<file path="config.mk">
export PLATFORM = sky130hd
export DESIGN_NAME = store_qualifier
export DESIGN_NICKNAME = d
export VERILOG_FILES = /design/src/rtl/stq_pkg.sv /design/src/rtl/stq_decide.sv /design/src/rtl/stq_window.sv /design/src/rtl/store_qualifier.sv
export SDC_FILE = /design/constraint.sdc
export NUM_CORES = 1
export LEC_CHECK = 0
export CORE_ASPECT_RATIO = 0.75
export CORE_MARGIN = 2
export CORE_UTILIZATION = 45
export CTS_CLUSTER_DIAMETER = 30
export DETAILED_ROUTE_END_ITERATION = 8
export SLEW_MARGIN = 0
export SYNTH_ARGS = -nofsm -noshare
export SYNTH_HDL_FRONTEND = slang
export SYNTH_HIERARCHICAL = 1
export SYNTH_SLANG_ARGS = --single-unit
</file>
<file path="constraint.sdc">
create_clock -name clk -period 3.2 [get_ports clk]
set_clock_uncertainty 0.15 [all_clocks]
set_input_delay 0.64 -clock clk [delete_from_list [all_inputs] [get_ports clk]]
set_output_delay 0.64 -clock clk [all_outputs]
set_load 0.005 [all_outputs]
</file>
<file path="src/rtl/stq_pkg.sv">
package stq_pkg;
    // configuration latched at acquisition start
    typedef struct packed {
        logic blk;   // block storage active
        logic bad;   // configuration rejected
    } acq_cfg_t;
endpackage

</file>
<file path="src/rtl/stq_decide.sv">
module stq_decide (
    input  logic clk,
    input  logic rst_n,
    input  logic start,
    input  logic start_en,
    input  logic bad,
    input  logic s_valid,
    input  logic glob_cond,
    input  logic st_vld,
    input  logic st_store,
    input  logic evt_on,
    input  logic evt_off,
    output logic qual
);
    typedef struct packed {
        logic en;
    } dec_t;

    dec_t r_d, r_q;

    always_comb begin
        r_d = r_q;
        if (start) begin
            r_d.en = start_en;
        end else if (s_valid && st_vld) begin
            r_d.en = 1'b1;
        end
        // priority: event, then trigger state, then global condition
        if (evt_on) begin
            qual = 1'b1;
        end else if (evt_off) begin
            qual = 1'b0;
        end else if (st_vld) begin
            qual = st_store;
        end else begin
            qual = r_q.en & ~bad & glob_cond;
        end
    end

    always_ff @(posedge clk) begin
        if (!rst_n) begin
            r_q.en <= 1'b1;
        end else begin
            r_q <= r_d;
        end
    end
endmodule

</file>
<file path="src/rtl/stq_window.sv">
module stq_window #(
    parameter int DW   = 16,
    parameter int PRE  = 31,
    parameter int POST = 31
) (
    input  logic          clk,
    input  logic          rst_n,
    input  logic          clr,
    input  logic          shift,
    input  logic          in_vld,
    input  logic          in_q,
    input  logic [DW-1:0] in_data,
    output logic          out_we,
    output logic [DW-1:0] out_data
);
    localparam int CW   = $clog2(POST + 1);
    localparam int TAIL = PRE - 1;

    typedef struct packed {
        logic [PRE-1:0][DW-1:0] dat;
        logic [PRE-1:0]         qf;
        logic [PRE-1:0]         vf;
        logic [CW-1:0]          pc;
        logic                   we;
        logic [DW-1:0]          od;
    } win_t;

    win_t r_d, r_q;
    logic any_q;

    always_comb begin
        r_d    = r_q;
        r_d.we = 1'b0;
        // tail sample plus the PRE samples after it
        any_q  = in_q | (|r_q.qf);
        if (clr) begin
            r_d = '0;
        end else if (shift) begin
            r_d.we = r_q.vf[TAIL] & (any_q | (r_q.pc != '0));
            r_d.od = r_q.dat[TAIL];
            if (r_q.vf[TAIL] && r_q.qf[TAIL]) begin
                r_d.pc = CW'(POST);
            end else if (r_q.pc != '0) begin
                r_d.pc = r_q.pc - 1'b1;
            end
            for (int i = PRE - 1; i > 0; i--) begin
                r_d.dat[i] = r_q.dat[i-1];
                r_d.qf[i]  = r_q.qf[i-1];
                r_d.vf[i]  = r_q.vf[i-1];
            end
            r_d.dat[0] = in_data;
            r_d.qf[0]  = in_q & in_vld;
            r_d.vf[0]  = in_vld;
        end
    end

    always_ff @(posedge clk) begin
        if (!rst_n) begin
            r_q <= '0;
        end else begin
            r_q <= r_d;
        end
    end

    assign out_we   = r_q.we;
    assign out_data = r_q.od;
endmodule

</file>
<file path="src/rtl/store_qualifier.sv">
module store_qualifier #(
    parameter int DW   = 16,
    parameter int PRE  = 31,
    parameter int POST = 31
) (
    input  logic          clk,
    input  logic          rst_n,
    input  logic          acq_start,
    input  logic          start_en,
    input  logic          blk_en,
    input  logic          viol_en,
    input  logic          ctr_sel,
    input  logic          s_valid,
    input  logic [DW-1:0] s_data,
    input  logic          glob_cond,
    input  logic          st_cmd_vld,
    input  logic          st_cmd_store,
    input  logic          evt_on,
    input  logic          evt_off,
    input  logic          flush,
    output logic          m_we,
    output logic [DW-1:0] m_data,
    output logic          cfg_err
);
    import stq_pkg::*;

    typedef struct packed {
        acq_cfg_t      cfg;
        logic          we;
        logic [DW-1:0] dat;
    } top_t;

    top_t r_d, r_q;
    logic qual;
    logic win_shift;
    logic win_we;
    logic [DW-1:0] win_data;

    stq_decide u_decide (
        .clk      (clk),
        .rst_n    (rst_n),
        .start    (acq_start),
        .start_en (start_en),
        .bad      (r_q.cfg.bad),
        .s_valid  (s_valid),
        .glob_cond(glob_cond),
        .st_vld   (st_cmd_vld),
        .st_store (st_cmd_store),
        .evt_on   (evt_on),
        .evt_off  (evt_off),
        .qual     (qual)
    );

    assign win_shift = r_q.cfg.blk & ~acq_start & (s_valid | flush);

    stq_window #(.DW(DW), .PRE(PRE), .POST(POST)) u_window (
        .clk     (clk),
        .rst_n   (rst_n),
        .clr     (acq_start),
        .shift   (win_shift),
        .in_vld  (s_valid),
        .in_q    (qual & s_valid),
        .in_data (s_data),
        .out_we  (win_we),
        .out_data(win_data)
    );

    always_comb begin
        r_d    = r_q;
        r_d.we = 1'b0;
        if (acq_start) begin
            r_d.cfg.blk = blk_en & ~viol_en;
            r_d.cfg.bad = ctr_sel;
        end else if (s_valid && !r_q.cfg.blk) begin
            r_d.we  = qual;
            r_d.dat = s_data;
        end
    end

    always_ff @(posedge clk) begin
        if (!rst_n) begin
            r_q <= '0;
        end else begin
            r_q <= r_d;
        end
    end

    assign m_we    = r_q.cfg.blk ? win_we   : r_q.we;
    assign m_data  = r_q.cfg.blk ? win_data : r_q.dat;
    assign cfg_err = r_q.cfg.bad;
endmodule

</file>
# Yosys cells after proc, flatten, opt, wreduce, memory -nomap -nowiden
# Index checks and enable logic that the tools add are counted.
dict set report totals {
  regBits 600
  wordCells 81
  out_inout_bits 18
  in_bits 30
}
dict set report classes {
  reduce_logical 13
  n_addsub 1
  bitwise 17
  n_mux 9
}
# operator n
set op_table {}
lappend op_table {{31-bit OR reduction} 1}
lappend op_table {{16-bit two-way mux} 1}
lappend op_table {{5-bit two-way mux} 2}
lappend op_table {{1-bit bitwise AND} 8}
lappend op_table {{1-bit two-way mux} 6}
lappend op_table {{1-bit NOT} 6}
lappend op_table {{3-bit OR reduction} 2}
lappend op_table {{5-bit nonzero test} 1}
lappend op_table {{5-bit by 1-bit subtractor with 5-bit output, second input constant} 1}
lappend op_table {{2-bit AND reduction} 2}
lappend op_table {{2-bit nonzero test} 2}
lappend op_table {{1-bit logical AND} 3}
lappend op_table {{1-bit OR} 3}
lappend op_table {{2-bit OR reduction} 1}
lappend op_table {{1-bit logical NOT} 1}

# Logic depth before layout (Yosys ltp)
# Gate-level depths: netlist of the first run.
dict set report logic_depth {
  word_depth 10
  mapped_depth 9
  depth_no_buf 7
}

# By module
# Netlist of the first run, hierarchy kept.
# mod seq_area_each_um2 n_inst area_per_inst_um2 cells_each
set by_module_without_submodules {}
lappend by_module_without_submodules {stq_window 11611.1 1 20507.2 1910}
lappend by_module_without_submodules {store_qualifier 380.4 1 998.5 103}
lappend by_module_without_submodules {stq_decide 20.0 1 66.3 8}

# Worst setup path after synthesis of the first run
# Ideal clock, no wire load.
dict set report synth_path {
  path_type {input port to flip-flop}
  start {input acq_start}
  end {register u_window/r_q[228] (netlist bit)}
  cell_stages 8
  required_time_ns 2.922
  setup_ns 0.128
  n_path_buf 4
  t_arrival_ns 1.757
  setup_slack_ns 1.165
  path_cell_list {nand2b_2 nor2_1 buf_2 buf_4 buf_2 buf_4 mux2i_1 nor2_1}
}
dict set report synth_via {
  elab_chain_cells 3
  word_cells_on_any_way 4
  classes_between {bitwise: 3; reduce/logical: 1}
}
# element line
set synth_lines {}
lappend synth_lines {{start, declared} store_qualifier.sv:8} ;# input logic acq_start,
lappend synth_lines {{1-bit NOT (no line)} --}
lappend synth_lines {{1-bit bitwise AND (2 in series)} store_qualifier.sv:54} ;# assign win_shift = r_q.cfg.blk & ~acq_start & (s_valid | flush);
lappend synth_lines {{via win_shift} store_qualifier.sv:35} ;# logic win_shift;
lappend synth_lines {{end signal, assigned} stq_window.sv:61} ;# r_q <= r_d;
lappend synth_lines {{end, declared} stq_window.sv:28} ;# win_t r_d, r_q;
# The timed path passes the listed nets, and every way through them passes these cells.
# A chain may end at the register's enable or synchronous reset.

==> results.py, run 1 <==
metrics = {
    "status": {
        "status": "completed",
    },
    "power_and_ir_drop": {
        "p_total_mw": 18.7,
        "vdd_drop_max_uv": 479,
        "p_int_mw": 14.6,
        "power_density_nw_per_um2": 716,
        "leakagePower_nw": 8.50,
        "p_sw_mw": 4.06,
        "p_comb_share_pct": 2.2,
        "clkPwrFrac_pct": 57.6,
        "power_frac_seq_pct": 40.1,
        "switching_share_pct": 21.7,
    },
    "clock_tree": {
        "holdBufCountCts": 0,
        "cts-htree-levels": 3,
        "clock_latency_ps": 630,
        "cts_tree": "yes",
        "clockBufferDepth": 3,
        "cts_buffers": 97,
        "cts_resized": 0,
        "cts_setup_buffers": 0,
        "cts_root_buf": "clkbuf_16",
        "path_clk_slew_ps": 50,
        "clock-sinks": 600,
    },
    "sta": {
        "finalSetupTns_ps": 0,
        "max_slew.worst_pin.slew_ps": 508,
        "setup_viol_count_final": 0,
        "rsz0062_at_grt": "no",
        "fin_crit_sh_pct": 92.7,
        "final_max_slew_viol_count": 0,
        "max-slew-margin-rel_pct": 66.1,
        "clock.fmax_ghz": 0.337,
        "hold_violations": 0,
        "min_period_ps": 2970,
    },
    "global_routing": {
        "grt_pass1_vias": 12701,
        "grt.total_usage_pct": 14.7,
        "grt_max_degree": 93,
        "antenna_found_initial": 0,
        "grt_pass1_wl_um": 62600,
        "grt-ovfl-total": 0,
    },
    "route": {
        "totalWireLength_um": 36500,
        "drtIter0Drc": 558,
        "via_count": 13204,
        "routedWlPerCell_um": 13.2,
        "drt-vias-per-instance": 4.76,
        "firstDrtPassIters": 7,
        "antenna_left": 0,
        "drc": 0,
    },
    "synthesis": {
        "synth.avg_cell_area_um2": 10.7,
        "syn-cell-area_um2": 21600,
        "yosysWarnings": 6,
        "ys_seq_area_share_pct": 55.7,
        "synth_cell_types": 38,
        "synthArstFlopShare_pct": 0,
        "synth_enable_flop_cells": 0,
        "synth.net_count": 2052,
        "synth-main-ff-cell": "dfxtp_1",
        "synth_cells": 2021,
        "synth_seq_cells": 600,
    },
    "hold_path": {
        "whs_path_depth": 2,
        "holdCritPathClass": "reg -> reg",
        "hp-start": "r_q[15]",
        "min_to": "r_q[15]",
    },
    "final_layout": {
        "synthToLayoutAreaGrowth_pct": 21.0,
        "num_antenna_cells": 0,
        "regArea_um2": 12000,
        "multiInputGateArea_um2": 8730,
        "layout_commonest_cell": "dfxtp_1",
        "drive_gt1_share_pct": 10.6,
        "nNetsFinal": 2086,
        "layout_common_cells": "600 x dfxtp_1, 590 x mux2i_1, 575 x nor2_1",
        "n_fill_cell": 4111,
    },
    "die": {
        "die_area_um2": 49700,
        "io_pins": 48,
        "core_region_area_um2": 47300,
        "initial_core_util_pct": 45.6,
        "rows": 69,
        "die_w_um": 257,
        "die_height_um": 194,
    },
    "critical_path": {
        "critPathSlowestCell": "clkdlybuf4s50_1",
        "startpoint_type": "flip-flop",
        "r2r_end": "u_window/r_q[21]",
        "r2r_start": "r_q[18]",
        "arrival_ps": 2180,
        "crit_type": "reg -> out",
        "crit_path_end_kind": "primary output",
        "r2r_slack_ps": 940,
        "worstPathMaxFanout": 19,
        "critPathTopFamily": "buffers and inverters",
        "crit_path_cell_trace": "buf_4, mux2_1, clkdlybuf4s50_1",
        "critPathMaxStageDelay_ps": 480,
        "crit_buf_inv": 2,
        "ff2ff_path_depth": 8,
        "required_ps": 2410,
    },
    "placement": {
        "portBuffers": 47,
        "dp_hpwl_um": 21300,
        "gp_congestion": 0.700,
    },
    "flow_run": {
        "maxCapViolations": 0,
    },
}
-- through the flow --
step | setup slack, ps | util (%) | hold slack, ps | cells | area (um^2)
2_1_floorplan | 1170 | - | 281 | 2021 | 21600
3_3_place_gp | 516 | 47.8 | 288 | 2595 | 22600
3_5_place_dp | 392 | 47.8 | 298 | 2595 | 22600
4_1_cts | 159 | 55.2 | 305 | 2776 | 26100
5_1_grt | 151 | 55.2 | 323 | 2776 | 26100
6_report | 234 | 55.2 | 303 | 2776 | 26100
-- sequential cells by signal, summed over array words and instances, names as in the netlist --
| name | count |
|---|---|
| u_window/r_q | 563 |
| u_window/out_we | 1 |
| u_window/out_data | 16 |
| u_decide/r_q | 1 |
| cfg_err | 1 |
| r_q | 18 |
-- per-layer routing --
| metal | vias up | global-route usage, % | part of all wire (%) |
|---|---|---|---|
| met2 | 135 | 22.0 | 42 |
| met3 | 79 | 3.58 | 3.4 |
| met1 | 6119 | 20.6 | 52 |
| met4 | 0 | 5.62 | 2.4 |
| li1 | 6871 | - | - |
| met5 | - | 0 | 0 |
-- area by class of cell --
class | count | share of cell area [%]
Timing Repair Buffer | 89 | 4.11
Tap cell | 639 | 3.06
Clock inverter | 65 | 3.21
Multi-Input combinational cell | 1264 | 33.4
Inverter | 3 | 0.0431
Clock buffer | 116 | 10.1
Sequential cell | 600 | 46.0
-- power groups by stage --
stage	clock, mW	combinational [mW]	sequential, mW
6_report	10.8	0.417	7.50
5_1_grt	11.4	0.450	7.50
4_1_cts	11.0	0.424	7.50
3_5_place_dp	0	0.423	7.66
3_3_place_gp	0	0.420	7.66
2_1_floorplan	0	0.272	7.65
-- worst max path at each step --
stage | from | to | slack (ps) | depth (start not counted)
6_report | r_q[18] | m_data[13] | 230 | 3
5_1_grt | r_q[18] | m_data[7] | 150 | 3
4_1_cts | r_q[18] | m_data[7] | 160 | 3
3_5_place_dp | s_valid | u_window/r_q[21] | 390 | 8
3_3_place_gp | s_valid | u_window/r_q[233] | 520 | 8
2_1_floorplan | acq_start | u_window/r_q[228] | 1170 | 8
-- synthesized netlist by cell type, drive strengths merged, types with 2 or more instances --
master	instances	share of area, %
dfxtp	600	56
mux2i	590	27
nor2	576	10
buf	107	3.1
clkbuf	47	0.85
nand2	37	0.66
mux2	18	0.94
nor4	9	0.26
a21oi	7	0.18
inv	3	0.052
nand2b	3	0.099
nand3	3	0.070
nand3b	3	0.10
nor2b	2	0.058
nor3	2	0.046
nor3b	2	0.093
-- worst register-to-register path: cells and delay by family (launching register included) --
kind,cells,cell delay (ps)
simple gates,3,460
compound gates,2,370
flops,1,340
buf+inv,3,810
-- kinds of logic (layout without fill, tap and decap cells) --
kind of cell / after synthesis / after routing / synth area share (%)
AND/OR/NAND/NOR: 641 / 641 / 11.6
flip-flops: 600 / 600 / 55.7
AO/OA/AOI/OAI: 12 / 12 / 0.348
XOR/XNOR: 2 / 2 / 0.0812
buffers and inverters: 157 / 273 / 3.96
adder cells (fa/ha/maj): 1 / 1 / 0.0580
multiplexers: 608 / 608 / 28.3
Power figures use the tool's default switching activity.
==> inputs of run 2 (changes only) <==
--- a/config.mk
+++ b/config.mk
@@ -8,8 +8,11 @@
 export CORE_ASPECT_RATIO = 0.75
 export CORE_MARGIN = 2
 export CORE_UTILIZATION = 45
+export CTS_BUF_LIST = sky130_fd_sc_hd__clkbuf_2 sky130_fd_sc_hd__clkbuf_4 sky130_fd_sc_hd__clkbuf_8
 export CTS_CLUSTER_DIAMETER = 30
+export CTS_CLUSTER_SIZE = 20
 export DETAILED_ROUTE_END_ITERATION = 8
+export SKIP_CTS_REPAIR_TIMING = 1
 export SLEW_MARGIN = 0
 export SYNTH_ARGS = -nofsm -noshare
 export SYNTH_HDL_FRONTEND = slang
==> run 2 against run 1 <==
  * Largest cell class unchanged
  * Total power down 17%
  * First-iteration DRC count unchanged
  * Critical path type unchanged
  * Highest routed layer unchanged
  * Combinational power about the same
==> results.py, run 2 (same netlist as run 1, synthesis figures left out) <==
metrics = {
    "flow_run": {
        "maxCapViolations": 0,
    },
    "global_routing": {
        "grt_max_degree": 93,
        "grt-ovfl-total": 0,
        "grt_pass1_wl_um": 61700,
        "antenna_found_initial": 0,
        "grt.total_usage_pct": 14.5,
        "grt_pass1_vias": 12621,
    },
    "sta": {
        "finalSetupTns_ps": 0,
        "final_max_slew_viol_count": 0,
        "min_period_ps": 3010,
        "max-slew-margin-rel_pct": 67.3,
        "whs_ps": 304,
        "max_slew.worst_pin.slew_ps": 490,
        "clock.fmax_ghz": 0.332,
        "fin_crit_sh_pct": 94.2,
        "rsz0062_at_grt": "no",
        "setup_viol_count_final": 0,
        "hold_violations": 0,
    },
    "final_layout": {
        "n_fill_cell": 4268,
        "synthToLayoutAreaGrowth_pct": 15.6,
        "layout_common_cells": "600 x dfxtp_1, 590 x mux2i_1, 575 x nor2_1",
        "drive_gt1_share_pct": 10.8,
        "nNetsFinal": 2086,
        "top_register": "u_window/r_q",
        "layout_commonest_cell": "dfxtp_1",
        "num_antenna_cells": 0,
        "largest_reg_flops": 563,
    },
    "clock_tree": {
        "clockBufferDepth": 3,
        "path_clk_slew_ps": 60,
        "cts_buffers": 97,
        "cts_tree": "yes",
        "clock-sinks": 600,
        "cts-htree-levels": 3,
        "cts_root_buf": "clkbuf_8",
        "clock_latency_ps": 690,
    },
    "critical_path": {
        "crit_type": "reg -> out",
        "r2r_end": "u_window/r_q[21]",
        "critPathTopFamily": "buffers and inverters",
        "r2r_slack_ps": 960,
        "crit_buf_inv": 2,
        "arrival_ps": 2220,
        "crit_path_end_kind": "primary output",
        "required_ps": 2410,
        "worstPathMaxFanout": 19,
        "startpoint_type": "flip-flop",
        "ff2ff_path_depth": 8,
        "critPathSlowestCell": "clkdlybuf4s50_1",
        "crit_path_cell_trace": "buf_4, mux2_1, clkdlybuf4s50_1",
        "critPathMaxStageDelay_ps": 460,
        "r2r_start": "r_q[18]",
    },
    "placement": {
        "dp_hpwl_um": 21300,
        "gp_congestion": 0.700,
        "portBuffers": 47,
    },
    "power_and_ir_drop": {
        "leakagePower_nw": 7.98,
        "vdd_drop_max_uv": 343,
        "p_total_mw": 15.5,
        "power_density_nw_per_um2": 620,
    },
    "die": {
        "rows": 69,
        "die_w_um": 257,
        "die_height_um": 194,
        "core_region_area_um2": 47300,
        "io_pins": 48,
        "die_area_um2": 49700,
        "initial_core_util_pct": 45.6,
    },
    "route": {
        "firstDrtPassIters": 4,
        "drc": 0,
        "drtIter0Drc": 558,
        "antenna_left": 0,
        "drt-vias-per-instance": 4.75,
        "routedWlPerCell_um": 13.0,
        "totalWireLength_um": 36000,
        "via_count": 13182,
    },
    "hold_path": {
        "hp-start": "r_q[0]",
        "whs_path_depth": 2,
        "holdCritPathClass": "reg -> reg",
        "min_to": "r_q[0]",
    },
    "status": {
        "status": "completed",
    },
}
## run 2: final cells by class
cell class	instances	area [um^2]	share of cell area [%]
Multi-Input combinational cell	1264	8730	35.0
Clock buffer	115	1550	6.22
Timing Repair Buffer	89	1070	4.30
Clock inverter	66	769	3.08
Inverter	3	11.3	0.0451
Sequential cell	600	12000	48.2
Tap cell	639	800	3.21
## run 2: power breakdown
group | internal [mW] | switching (mW) | total [mW]
logic | 0.178 | 0.241 | 0.419
clock network | 4.21 | 3.34 | 7.55
registers | 7.48 | 0.00801 | 7.49
## run 2: worst reg2reg max path: stages, from the launching register on
cell      delay (ps)
dfxtp_1          340
buf_4            320
nand2b_2         130
nor2_4           140
buf_12           190
buf_12           300
nand2_1          180
o31ai_1          250
a21oi_1          120
## run 2: how the worst max path moves through the flow
stage / start / endpoint / slack, ps / depth (start not counted)
after floorplan: acq_start / u_window/r_q[228] / 1170 / 8
after global placement: s_valid / u_window/r_q[233] / 520 / 8
after detailed placement: s_valid / u_window/r_q[21] / 390 / 8
after CTS: r_q[18] / m_data[7] / 80 / 3
after global routing: r_q[18] / m_data[7] / 70 / 3
final: r_q[18] / m_data[7] / 190 / 3
## run 2: per-layer routing
| metal | GRT usage [%] | share of wire (%) |
|---|---|---|
| met5 | 0 | 0 |
| met4 | 5.40 | 2.0 |
| met3 | 3.59 | 3.5 |
| met2 | 21.5 | 42 |
| met1 | 20.4 | 52 |
## run 2: per-stage QoR
stage	instance area [um^2]	utilization (%)	std cells	worst slack, ps
5_1_grt	24900	52.7	2776	67.8
6_report	24900	52.7	2776	186
3_5_place_dp	22600	47.8	2595	392
3_3_place_gp	22600	47.8	2595	516
4_1_cts	24900	52.7	2776	82.3
2_1_floorplan	21600	-	2021	1170
